`config.mk`:
```
export PLATFORM = sky130hd
export DESIGN_NAME = gfx_port_err_log
export DESIGN_NICKNAME = d
export VERILOG_FILES = /design/src/rtl/gel_pkg.sv /design/src/rtl/gel_req_track.sv /design/src/rtl/gel_err_bank.sv /design/src/rtl/gfx_port_err_log.sv
export SDC_FILE = /design/constraint.sdc
export NUM_CORES = 1
export LEC_CHECK = 0
export CAP_MARGIN = 20
export CELL_PAD_IN_SITES_DETAIL_PLACEMENT = 1
export CELL_PAD_IN_SITES_GLOBAL_PLACEMENT = 2
export CORE_MARGIN = 5
export CORE_UTILIZATION = 34
export CTS_BUF_LIST = sky130_fd_sc_hd__clkbuf_2 sky130_fd_sc_hd__clkbuf_4 sky130_fd_sc_hd__clkbuf_8
export CTS_CLUSTER_DIAMETER = 50
export DETAILED_ROUTE_END_ITERATION = 6
export GPL_TIMING_DRIVEN = 0
export PLACE_DENSITY_LB_ADDON = 0.1
export SETUP_SLACK_MARGIN = 0.3
export SLEW_MARGIN = 20
export SYNTH_ARGS = -nofsm -noshare
export SYNTH_HDL_FRONTEND = slang
export SYNTH_SLANG_ARGS = --single-unit
```
`constraint.sdc`:
```
create_clock -name clk -period 5.07 [get_ports clk]
set_input_delay 1.014 -clock clk [delete_from_list [all_inputs] [get_ports clk]]
set_output_delay 1.014 -clock clk [all_outputs]
set_load 0.03 [all_outputs]
```
`src/rtl/gel_pkg.sv`:
```
package gel_pkg;
  localparam int REG_W = 8;
  // Port error bit positions (software decodes these)
  localparam int B_CMD   = 0;
  localparam int B_OVF   = 1;
  localparam int B_ADDR  = 2;
  localparam int B_PIPE  = 3;
  localparam int B_PARHI = 4;
  localparam int B_PARLO = 5;
  // Translation error bit positions
  localparam int B_XADDR = 1;
  localparam int B_TINV  = 2;
  localparam int B_TPAR  = 3;
  localparam logic [REG_W-1:0] PORT_MASK = 8'h3F;
  localparam logic [REG_W-1:0] XLAT_MASK = 8'h0E;
  typedef enum logic [1:0] {
    SEL_PFIRST = 2'd0,
    SEL_PNEXT  = 2'd1,
    SEL_XFIRST = 2'd2,
    SEL_NONE   = 2'd3
  } reg_sel_e;
endpackage

```
`src/rtl/gel_req_track.sv`:
```
module gel_req_track #(
  parameter int MAX_OUT = 16
) (
  input  logic clk,
  input  logic rst,
  input  logic req_accept,
  input  logic req_done,
  output logic ovf_o
);
  localparam int CW = $clog2(MAX_OUT + 1);
  localparam logic [CW-1:0] FULL_V = CW'(MAX_OUT);

  logic [CW-1:0] cnt_q;
  logic          full;

  always_comb begin
    full  = (cnt_q == FULL_V);
    ovf_o = ~rst & req_accept & ~req_done & full;
  end

  always_ff @(posedge clk) begin
    if (rst)
      cnt_q <= '0;
    else if (req_accept && !req_done && !full)
      cnt_q <= cnt_q + 1'b1;
    else if (req_done && !req_accept && cnt_q != '0)
      cnt_q <= cnt_q - 1'b1;
  end

  a_r4_cnt_range: assert property (@(posedge clk) disable iff (rst)
    cnt_q <= FULL_V);
  a_r4_saturate: assert property (@(posedge clk) disable iff (rst)
    (cnt_q == FULL_V && req_accept && !req_done) |=> cnt_q == FULL_V);
  a_r4_balanced: assert property (@(posedge clk) disable iff (rst)
    (req_accept && req_done) |=> $stable(cnt_q));
endmodule

```
`src/rtl/gel_err_bank.sv`:
```
module gel_err_bank #(
  parameter int               W        = 8,
  parameter logic [W-1:0]     MASK     = '1,
  parameter bit               HAS_NEXT = 1'b1
) (
  input  logic         clk,
  input  logic         por,
  input  logic [W-1:0] ev,
  input  logic [W-1:0] clr_first,
  input  logic [W-1:0] clr_next,
  output logic [W-1:0] first_q,
  output logic [W-1:0] next_q
);
  logic [W-1:0] ev_m;
  logic         busy;

  always_comb begin
    ev_m = ev & MASK;
    busy = (first_q != '0);
  end

  always_ff @(posedge clk) begin
    if (por)
      first_q <= '0;
    else if (busy)
      first_q <= first_q & ~clr_first;
    else
      first_q <= ev_m;
  end

  generate
    if (HAS_NEXT) begin : g_next
      always_ff @(posedge clk) begin
        if (por)
          next_q <= '0;
        else
          next_q <= (next_q & ~clr_next) | (busy ? ev_m : '0);
      end

      a_r3_next_quiet: assert property (@(posedge clk) disable iff (por)
        (first_q == '0 && clr_next == '0) |=> $stable(next_q));
      a_r7_set_wins: assert property (@(posedge clk) disable iff (por)
        (first_q != '0) |=> ((next_q & $past(ev_m)) == $past(ev_m)));
    end else begin : g_no_next
      assign next_q = '0;
    end
  endgenerate

  a_r2_first_hold: assert property (@(posedge clk) disable iff (por)
    (first_q != '0 && clr_first == '0) |=> $stable(first_q));
  a_r1_reserved: assert property (@(posedge clk) disable iff (por)
    (first_q & ~MASK) == '0);
endmodule

```
`src/rtl/gfx_port_err_log.sv`:
```
module gfx_port_err_log
  import gel_pkg::*;
#(
  parameter int MAX_OUT = 16
) (
  input  logic             clk,
  input  logic             rst,
  input  logic             por,
  input  logic             ev_rd_par_lo,
  input  logic             ev_rd_par_hi,
  input  logic             ev_pipe_in_sb,
  input  logic             ev_addr_upper,
  input  logic             ev_bad_cmd,
  input  logic             req_accept,
  input  logic             req_done,
  input  logic             ev_tbl_par,
  input  logic             ev_tbl_invalid,
  input  logic             ev_xlat_addr,
  input  logic [1:0]       reg_addr,
  input  logic             reg_we,
  input  logic [REG_W-1:0] reg_wdata,
  output logic [REG_W-1:0] reg_rdata
);
  logic             ovf;
  logic [REG_W-1:0] port_ev, xlat_ev;
  logic [REG_W-1:0] clr_pf, clr_pn, clr_xf;
  logic [REG_W-1:0] pf_q, pn_q, xf_q, xn_unused;
  reg_sel_e         sel;

  gel_req_track #(.MAX_OUT(MAX_OUT)) u_track (
    .clk(clk), .rst(rst | por),
    .req_accept(req_accept), .req_done(req_done), .ovf_o(ovf)
  );

  always_comb begin
    port_ev = '0;
    port_ev[B_CMD]   = ev_bad_cmd;
    port_ev[B_OVF]   = ovf;
    port_ev[B_ADDR]  = ev_addr_upper;
    port_ev[B_PIPE]  = ev_pipe_in_sb;
    port_ev[B_PARHI] = ev_rd_par_hi;
    port_ev[B_PARLO] = ev_rd_par_lo;
    xlat_ev = '0;
    xlat_ev[B_XADDR] = ev_xlat_addr;
    xlat_ev[B_TINV]  = ev_tbl_invalid;
    xlat_ev[B_TPAR]  = ev_tbl_par;
    sel    = reg_sel_e'(reg_addr);
    clr_pf = (reg_we && sel == SEL_PFIRST) ? reg_wdata : '0;
    clr_pn = (reg_we && sel == SEL_PNEXT)  ? reg_wdata : '0;
    clr_xf = (reg_we && sel == SEL_XFIRST) ? reg_wdata : '0;
  end

  gel_err_bank #(.W(REG_W), .MASK(PORT_MASK), .HAS_NEXT(1'b1)) u_port (
    .clk(clk), .por(por), .ev(port_ev),
    .clr_first(clr_pf), .clr_next(clr_pn),
    .first_q(pf_q), .next_q(pn_q)
  );

  gel_err_bank #(.W(REG_W), .MASK(XLAT_MASK), .HAS_NEXT(1'b0)) u_xlat (
    .clk(clk), .por(por), .ev(xlat_ev),
    .clr_first(clr_xf), .clr_next('0),
    .first_q(xf_q), .next_q(xn_unused)
  );

  always_ff @(posedge clk) begin
    if (rst || por)
      reg_rdata <= '0;
    else begin
      unique case (sel)
        SEL_PFIRST: reg_rdata <= pf_q;
        SEL_PNEXT:  reg_rdata <= pn_q;
        SEL_XFIRST: reg_rdata <= xf_q;
        default:    reg_rdata <= '0;
      endcase
    end
  end

  a_r9_unused_addr: assert property (@(posedge clk) disable iff (por)
    (reg_addr == 2'd3) |=> reg_rdata == '0);
  a_r8_sticky: assert property (@(posedge clk) disable iff (por)
    (rst && port_ev == '0 && clr_pf == '0) |=> $stable(pf_q));
  a_r1_rd_reserved: assert property (@(posedge clk) disable iff (por)
    reg_rdata[7:6] == 2'b00);
endmodule

```
# After elaboration in Yosys (flattened, before gate mapping)
# Cells that the tools add are included.
[totals]
reg_bits = 37
out_inout_bits = 8
word_cells = 54
[op_classes]
reduce_logical = 18
eq_ne = 3
mux = 9
bitwise_logic = 15
add_sub_neg = 2
[ops]
columns = ["op", "count"]
rows = [
  ["bitwise AND 8 bit", 3],
  ["two-way mux 8 bit", 3],
  ["NOT 8 bit", 3],
  ["one-hot mux 8 bit (3 select lines)", 1],
  ["nonzero test 8 bit", 2],
  ["two-way mux 6 bit", 2],
  ["two-way mux 5 bit", 2],
  ["bitwise OR 8 bit", 1],
  ["logical AND 1 bit", 7],
  ["adder 5 x 1 -> 5 bit (second input constant)", 1],
  ["equality test 5 bit (second input constant)", 1],
  ["nonzero test 5 bit", 1],
  ["subtractor 5 x 1 -> 5 bit (second input constant)", 1],
  ["two-way mux 4 bit", 1],
  ["NOT 1 bit", 4],
  ["OR reduction 2 bit", 2],
  ["bitwise AND 1 bit", 3],
  ["zero test 1 bit", 3],
  ["equality test 2 x 1 -> 1 bit (second input constant)", 1],
  ["equality test 2 bit (second input constant)", 1],
  ["zero test 2 bit", 1],
  ["nonzero test 2 bit", 1],
  ["logical OR 1 bit", 1],
  ["bitwise OR 1 bit", 1],
]

# Depth between registers and ports, before layout
# Gate-level depths: netlist of the first run.
[depth]
depth_word = 7
mapped_depth = 7
ltp_nobuf = 7

# Cells and area by module
# A second synthesis of the first run with hierarchy kept.
[hier_totals]
hier_cells = 208
hier_area_um2 = 2008.2
[modules_own_cells]
columns = ["module", "cells_each", "seq_area_each_um2", "area_each_um2", "n_inst"]
rows = [
  ["gel_err_bank at u_port", 57, 320.3, 638.1, 1],
  ["gfx_port_err_log", 74, 160.2, 606.8, 1],
  ["gel_req_track", 43, 100.1, 415.4, 1],
  ["gel_err_bank at u_xlat", 34, 160.2, 347.8, 1],
]

# Worst setup path after synthesis of the first run
# OpenSTA, ideal clock, no wires.
[synth_path]
kind = "input port to flip-flop"
start = "input req_done"
end = "register u_track.cnt_q[4]"
setup_time_ns = 0.065
required_time_ns = 5.005
setup_slack_ns = 2.509
n_path_buf = 0
path_stages = 7
t_arrival_ns = 2.496
path_cell_list = "nand2b_1 -> a21o_2 -> fa_1 -> a21o_1 -> a21oi_1 -> mux4_2 -> nor2_1"
[synth_between]
elab_chain_cells = 4
[synth_rtl]
columns = ["item", "line", "rtl"]
rows = [
  ["from (decl)", "gfx_port_err_log.sv:15", "input logic req_done,"],
  ["zero test 1 bit", "gel_req_track.sv:24", "else if (req_accept && !req_done && !full)"],
  ["logical AND 1 bit (2 in a row)", "gel_req_track.sv:24", ""],
  ["two-way mux 5 bit / nonzero test 2 bit (equally long branches)", "n/a", ""],
  ["to (signal assigned)", "gel_req_track.sv:25", "cnt_q <= cnt_q + 1'b1;"],
  ["to (signal assigned)", "gel_req_track.sv:27", "cnt_q <= cnt_q - 1'b1;"],
  ["to (decl)", "gel_req_track.sv:13", "logic [CW-1:0] cnt_q;"],
]
# Several ways; a longest one is shown, not always the timed one.
# A chain may end at the register's enable or synchronous reset.

# Final worst setup path of the first run
# Same ends and word-level chain as after synthesis.

==> results of run 1 <==
synthesized netlist by cell type, types with 3 or more instances:
cell	count	area, sq um
nand2_1	18	67.6
ha_1	3	37.5
a21oi_1	21	105
nor2b_1	3	18.8
dfxtp_1	37	741
nand2b_1	10	62.6
mux2i_1	9	90.1
o21ai_0	5	25.0
clkbuf_1	8	30.0
a22oi_1	13	97.6
nor2_1	35	131
registers in the layout, summed over array words and instances (netlist names):
signal,cells
reg_rdata,8
u_xlat.first_q,8
u_port.next_q,8
u_track.cnt_q,5
u_port.first_q,8
layer usage:
| metal | GRT usage [%] | vias up | wire [um] |
|---|---|---|---|
| met5 | 0 | - | 0 |
| met4 | 5.74 | 0 | 65 |
| met3 | 4.04 | 7 | 195 |
| met2 | 24.3 | 30 | 2150 |
| met1 | 23.5 | 736 | 2490 |
| li1 | - | 755 | - |
how the worst min path moves through the flow:
stage	start	end	cells after the start
floorplan	u_port.next_q[6]	u_port.next_q[6]	2
global placement	u_port.next_q[6]	u_port.next_q[6]	2
detailed placement	u_port.next_q[6]	u_port.next_q[6]	2
CTS	u_port.next_q[6]	u_port.next_q[6]	2
global route	u_port.next_q[7]	u_port.next_q[7]	2
finish	u_port.next_q[6]	u_port.next_q[6]	2
power by group through the flow:
stage                     clock [mW]  sequential, mW  combinational [mW]
after global routing           0.288           0.364               0.254
after CTS                      0.277           0.358               0.227
after floorplan                    0           0.361               0.149
final                          0.271           0.359               0.225
after global placement             0           0.362               0.216
after detailed placement           0           0.364               0.227
worst max-delay path: stages:
cell and delay (ps):
clkdlybuf4s50_1 430, nand2b_1 210, a21o_2 300, fa_1 440, a21o_1 180, a21oi_1 210, mux4_2 320, nor2_1 90
kinds of logic after synthesis:
family / Yosys count / synth area share (%)
fa+ha+maj: 4 / 3.42
flops: 37 / 44.0
buf+inv: 9 / 2.08
compound gates: 49 / 19.1
mux: 10 / 6.69
simple gates: 82 / 24.2
xor+xnor: 1 / 0.521
final cells by class:
class | count | area (sq um) | share of cell area, %
timing repair buffer | 31 | 310 | 14.1
multi-input combinational | 146 | 907 | 41.3
sequential | 37 | 741 | 33.7
buffer | 9 | 35.0 | 1.59
tap | 67 | 83.8 | 3.82
clock inverter | 1 | 30.0 | 1.37
clock buffer | 7 | 90.1 | 4.10
==> results.toml, run 1 <==
[worst_setup_path]
path_max_fanout = 10
r2r_start = "u_track.cnt_q[0]"
worstSetupStartpoint = "req_done"
reg2regPathDepth = 7
worstPathRequired_ps = 5300
crit_path_end_kind = "flip-flop"
cp-endpoint = "u_track.cnt_q[4]"
cp.arrival_ps = 3180
start_kind = "input port"
reg2reg_to = "u_track.cnt_q[4]"
path_class = "input port to flip-flop"
rrSetupSlack_ps = 2760

[finish]
nets = 258
instances_no_fill = 298
fin_area_sq_um = 2200
final_common_cell = "dfxtp_1"
fillers = 570
drive_above_1_share_pct = 8.23
antenna_cells = 0
areaGrowthSynthToFinish_pct = 30.6
final_cell_mix = "dfxtp_1, nor2_1, clkdlybuf4s50_1"
final_util_pct = 46.2

[pwr]
irDropWorstVdd_uv = 196
p_int_mw = 0.598
pwr-share-clk_pct = 31.7
leakage_nw = 0.835
power_density_nw_per_um2 = 389
power.total_mw = 0.855
power_frac_comb_pct = 26.3
switching_share_pct = 30.1
power_switching_mw = 0.257
pwr-share-seq_pct = 42.0

[place]
place_ws_ps = 1840
placed_cell_area_sq_um = 2080
routabilityCongestion = 0.781
dp_hpwl_mm = 3.69
io_buffers = 31
dpl.cell_count = 290

[floorplan]
die_w_um = 80.4
die_y_um = 80.4
start_util_pct = 35.4
fp.dieArea_sq_um = 6460
rows = 25
ios = 32
core_sq_um = 4750

[grt]
grt_first_pass_wirelength_mm = 8.18
grt_max_degree = 12
antenna_found_initial = 0
grt.total_usage_pct = 16.6
grt_pass1_vias = 1631
grt-ovfl-total = 0

[cts]
holdBufCountCts = 0
path_clk_slew_ps = 80
htree_levels = 2
tritoncts = "done"
ctsResizeCount = 0
clkSinkCount = 37
root_buffer = "clkbuf_8"
cts_max_path_buffers = 2
numCtsBuffers = 5
cts_setup_buffers = 0
clock_latency_ps = 300

[status]
outcome = "complete, no violations"

[synth]
synth-async-reset-ratio_pct = 0
synth_edf_count = 0
synth-seq-cells = 37
synth_cells = 192
synth_fp_nets = 220
synth.cell_area_sq_um = 1680
ys_seq_area_share_pct = 44.0
synth_ff_type = "dfxtp_1"
synth_warnings = 0
synth.distinct_cells = 34
synth.avg_cell_area_sq_um = 8.76

[route]
first_iter_violations = 116
drt_first_pass_iters = 4
drc = 0
post_drt_wl_per_cell_um = 16.4
vias = 1528
drt.antenna.violating_nets = 0
wl_mm = 4.90
routed_via_density = 5.13

[sta]
fin_skew_ps = 10.5
rsz0062_at_grt = "no"
fin_crit_sh_pct = 58.3
tns_ps = 0
worstMarginPinSlew_ps = 787
fin_ws_ps = 2120
fin_crit_ps = 2950
holdWs_ps = 463
finalSetupViolCount = 0
slew_violations = 0
max_freq_mhz = 338
hold_violations = 0
relSlewSlack_pct = 47.3

[worst_hold_path]
min_path_type = "flip-flop to flip-flop"

[flow_run]
drv_cap = 0
Note: power is estimated with default switching activity, not from simulation.
==> inputs of run 2 (changes only) <==
- CORE_UTILIZATION: 34 -> 32
- clock period: 5.07 -> 2.9 ns (I/O delays scaled with it)
==> results.toml, run 2 (same netlist as run 1, synthesis figures left out) <==
[floorplan]
die_w_um = 82.5
fp.dieArea_sq_um = 6810
start_util_pct = 32.9
rows = 26
core_sq_um = 5110
die_y_um = 82.5
ios = 32

[cts]
htree_levels = 2
clkSinkCount = 37
holdBufCountCts = 0
clock_latency_ps = 280
root_buffer = "clkbuf_8"
cts_max_path_buffers = 2
ctsResizeCount = 0
tritoncts = "done"
numCtsBuffers = 5
path_clk_slew_ps = 70
cts_setup_buffers = 0

[sta]
finalSetupViolCount = 0
relSlewSlack_pct = 51.4
worstMarginPinSlew_ps = 726
tns_ps = 0
max_freq_mhz = 400
rsz0062_at_grt = "no"
fin_crit_ps = 2500
fin_crit_sh_pct = 86.3
slew_violations = 0
fin_skew_ps = 6.95
holdWs_ps = 457
hold_violations = 0

[worst_setup_path]
start_kind = "input port"
path_class = "input port to flip-flop"
crit_path_end_kind = "flip-flop"
path_max_fanout = 10
r2r_start = "u_track.cnt_q[0]"
worstPathRequired_ps = 3120
cp.arrival_ps = 2720
worstSetupStartpoint = "req_done"

[grt]
grt_first_pass_wirelength_mm = 7.88
grt.total_usage_pct = 15.4
antenna_found_initial = 0
grt_pass1_vias = 1530
grt_max_degree = 12
grt-ovfl-total = 0

[finish]
final_common_cell = "dfxtp_1"
nets = 258
final_cell_mix = "dfxtp_1, nor2_1, clkdlybuf4s50_1"
areaGrowthSynthToFinish_pct = 29.7
drive_above_1_share_pct = 8.23
final_util_pct = 42.7
antenna_cells = 0

[status]
outcome = "complete, no violations"

[route]
drt.antenna.violating_nets = 0
drt_first_pass_iters = 4
routed_via_density = 5.01
vias = 1507
first_iter_violations = 64
wl_mm = 4.83
drc = 0
post_drt_wl_per_cell_um = 16.0

[worst_hold_path]
min_from = "u_port.next_q[7]"
min_path_type = "flip-flop to flip-flop"

[place]
dp_hpwl_mm = 3.73
io_buffers = 31
routabilityCongestion = 0.790

[pwr]
irDropWorstVdd_uv = 410
power_density_nw_per_um2 = 646
leakage_nw = 0.828

[flow_run]
drv_cap = 0
## run 2: per-layer routing
| metal | global-route usage (%) | wire, um |
|---|---|---|
| met5 | 0 | 0 |
| met3 | 3.36 | 144 |
| met4 | 2.94 | 19 |
| met1 | 21.7 | 2440 |
| met2 | 24.4 | 2220 |
## run 2: metrics by stage
step	cells	cell area [sq um]	setup WS (ps)	power (mW)
2_1_floorplan	192	1680	773	0.890
3_3_place_gp	293	2080	170	1.01
3_5_place_dp	293	2080	99.8	1.03
4_1_cts	301	2180	403	1.42
5_1_grt	301	2180	329	1.50
6_report	301	2180	399	1.41
## run 2: power breakdown
group | internal (mW) | switching (mW)
clock | 0.215 | 0.179
sequential | 0.577 | 0.0509
combinational | 0.178 | 0.211
## run 2: cell type report
cell class,count,area [sq um]
Multi-Input combinational cell,146,907
Fill cell,619,2930
Sequential cell,37,741
Buffer,9,35.0
Clock inverter,1,5.00
Tap cell,70,87.6
Timing Repair Buffer,31,310
Clock buffer,7,96.3
## run 2: critical path: stages
cell and delay [ps]:
clkdlybuf4s50_1 430, nand2b_1 200, a21o_2 290, fa_1 420, a21o_1 170, a21oi_1 210
mux4_2 320, nor2_1 80
## run 2: final timing paths
kind	end	slack, ps	cells after the start
setup / recovery	u_track.cnt_q[4]	400	8
hold / removal	u_port.next_q[7]	460	2
setup reg to reg	u_track.cnt_q[4]	620	7
hold reg to reg	u_port.next_q[7]	460	2
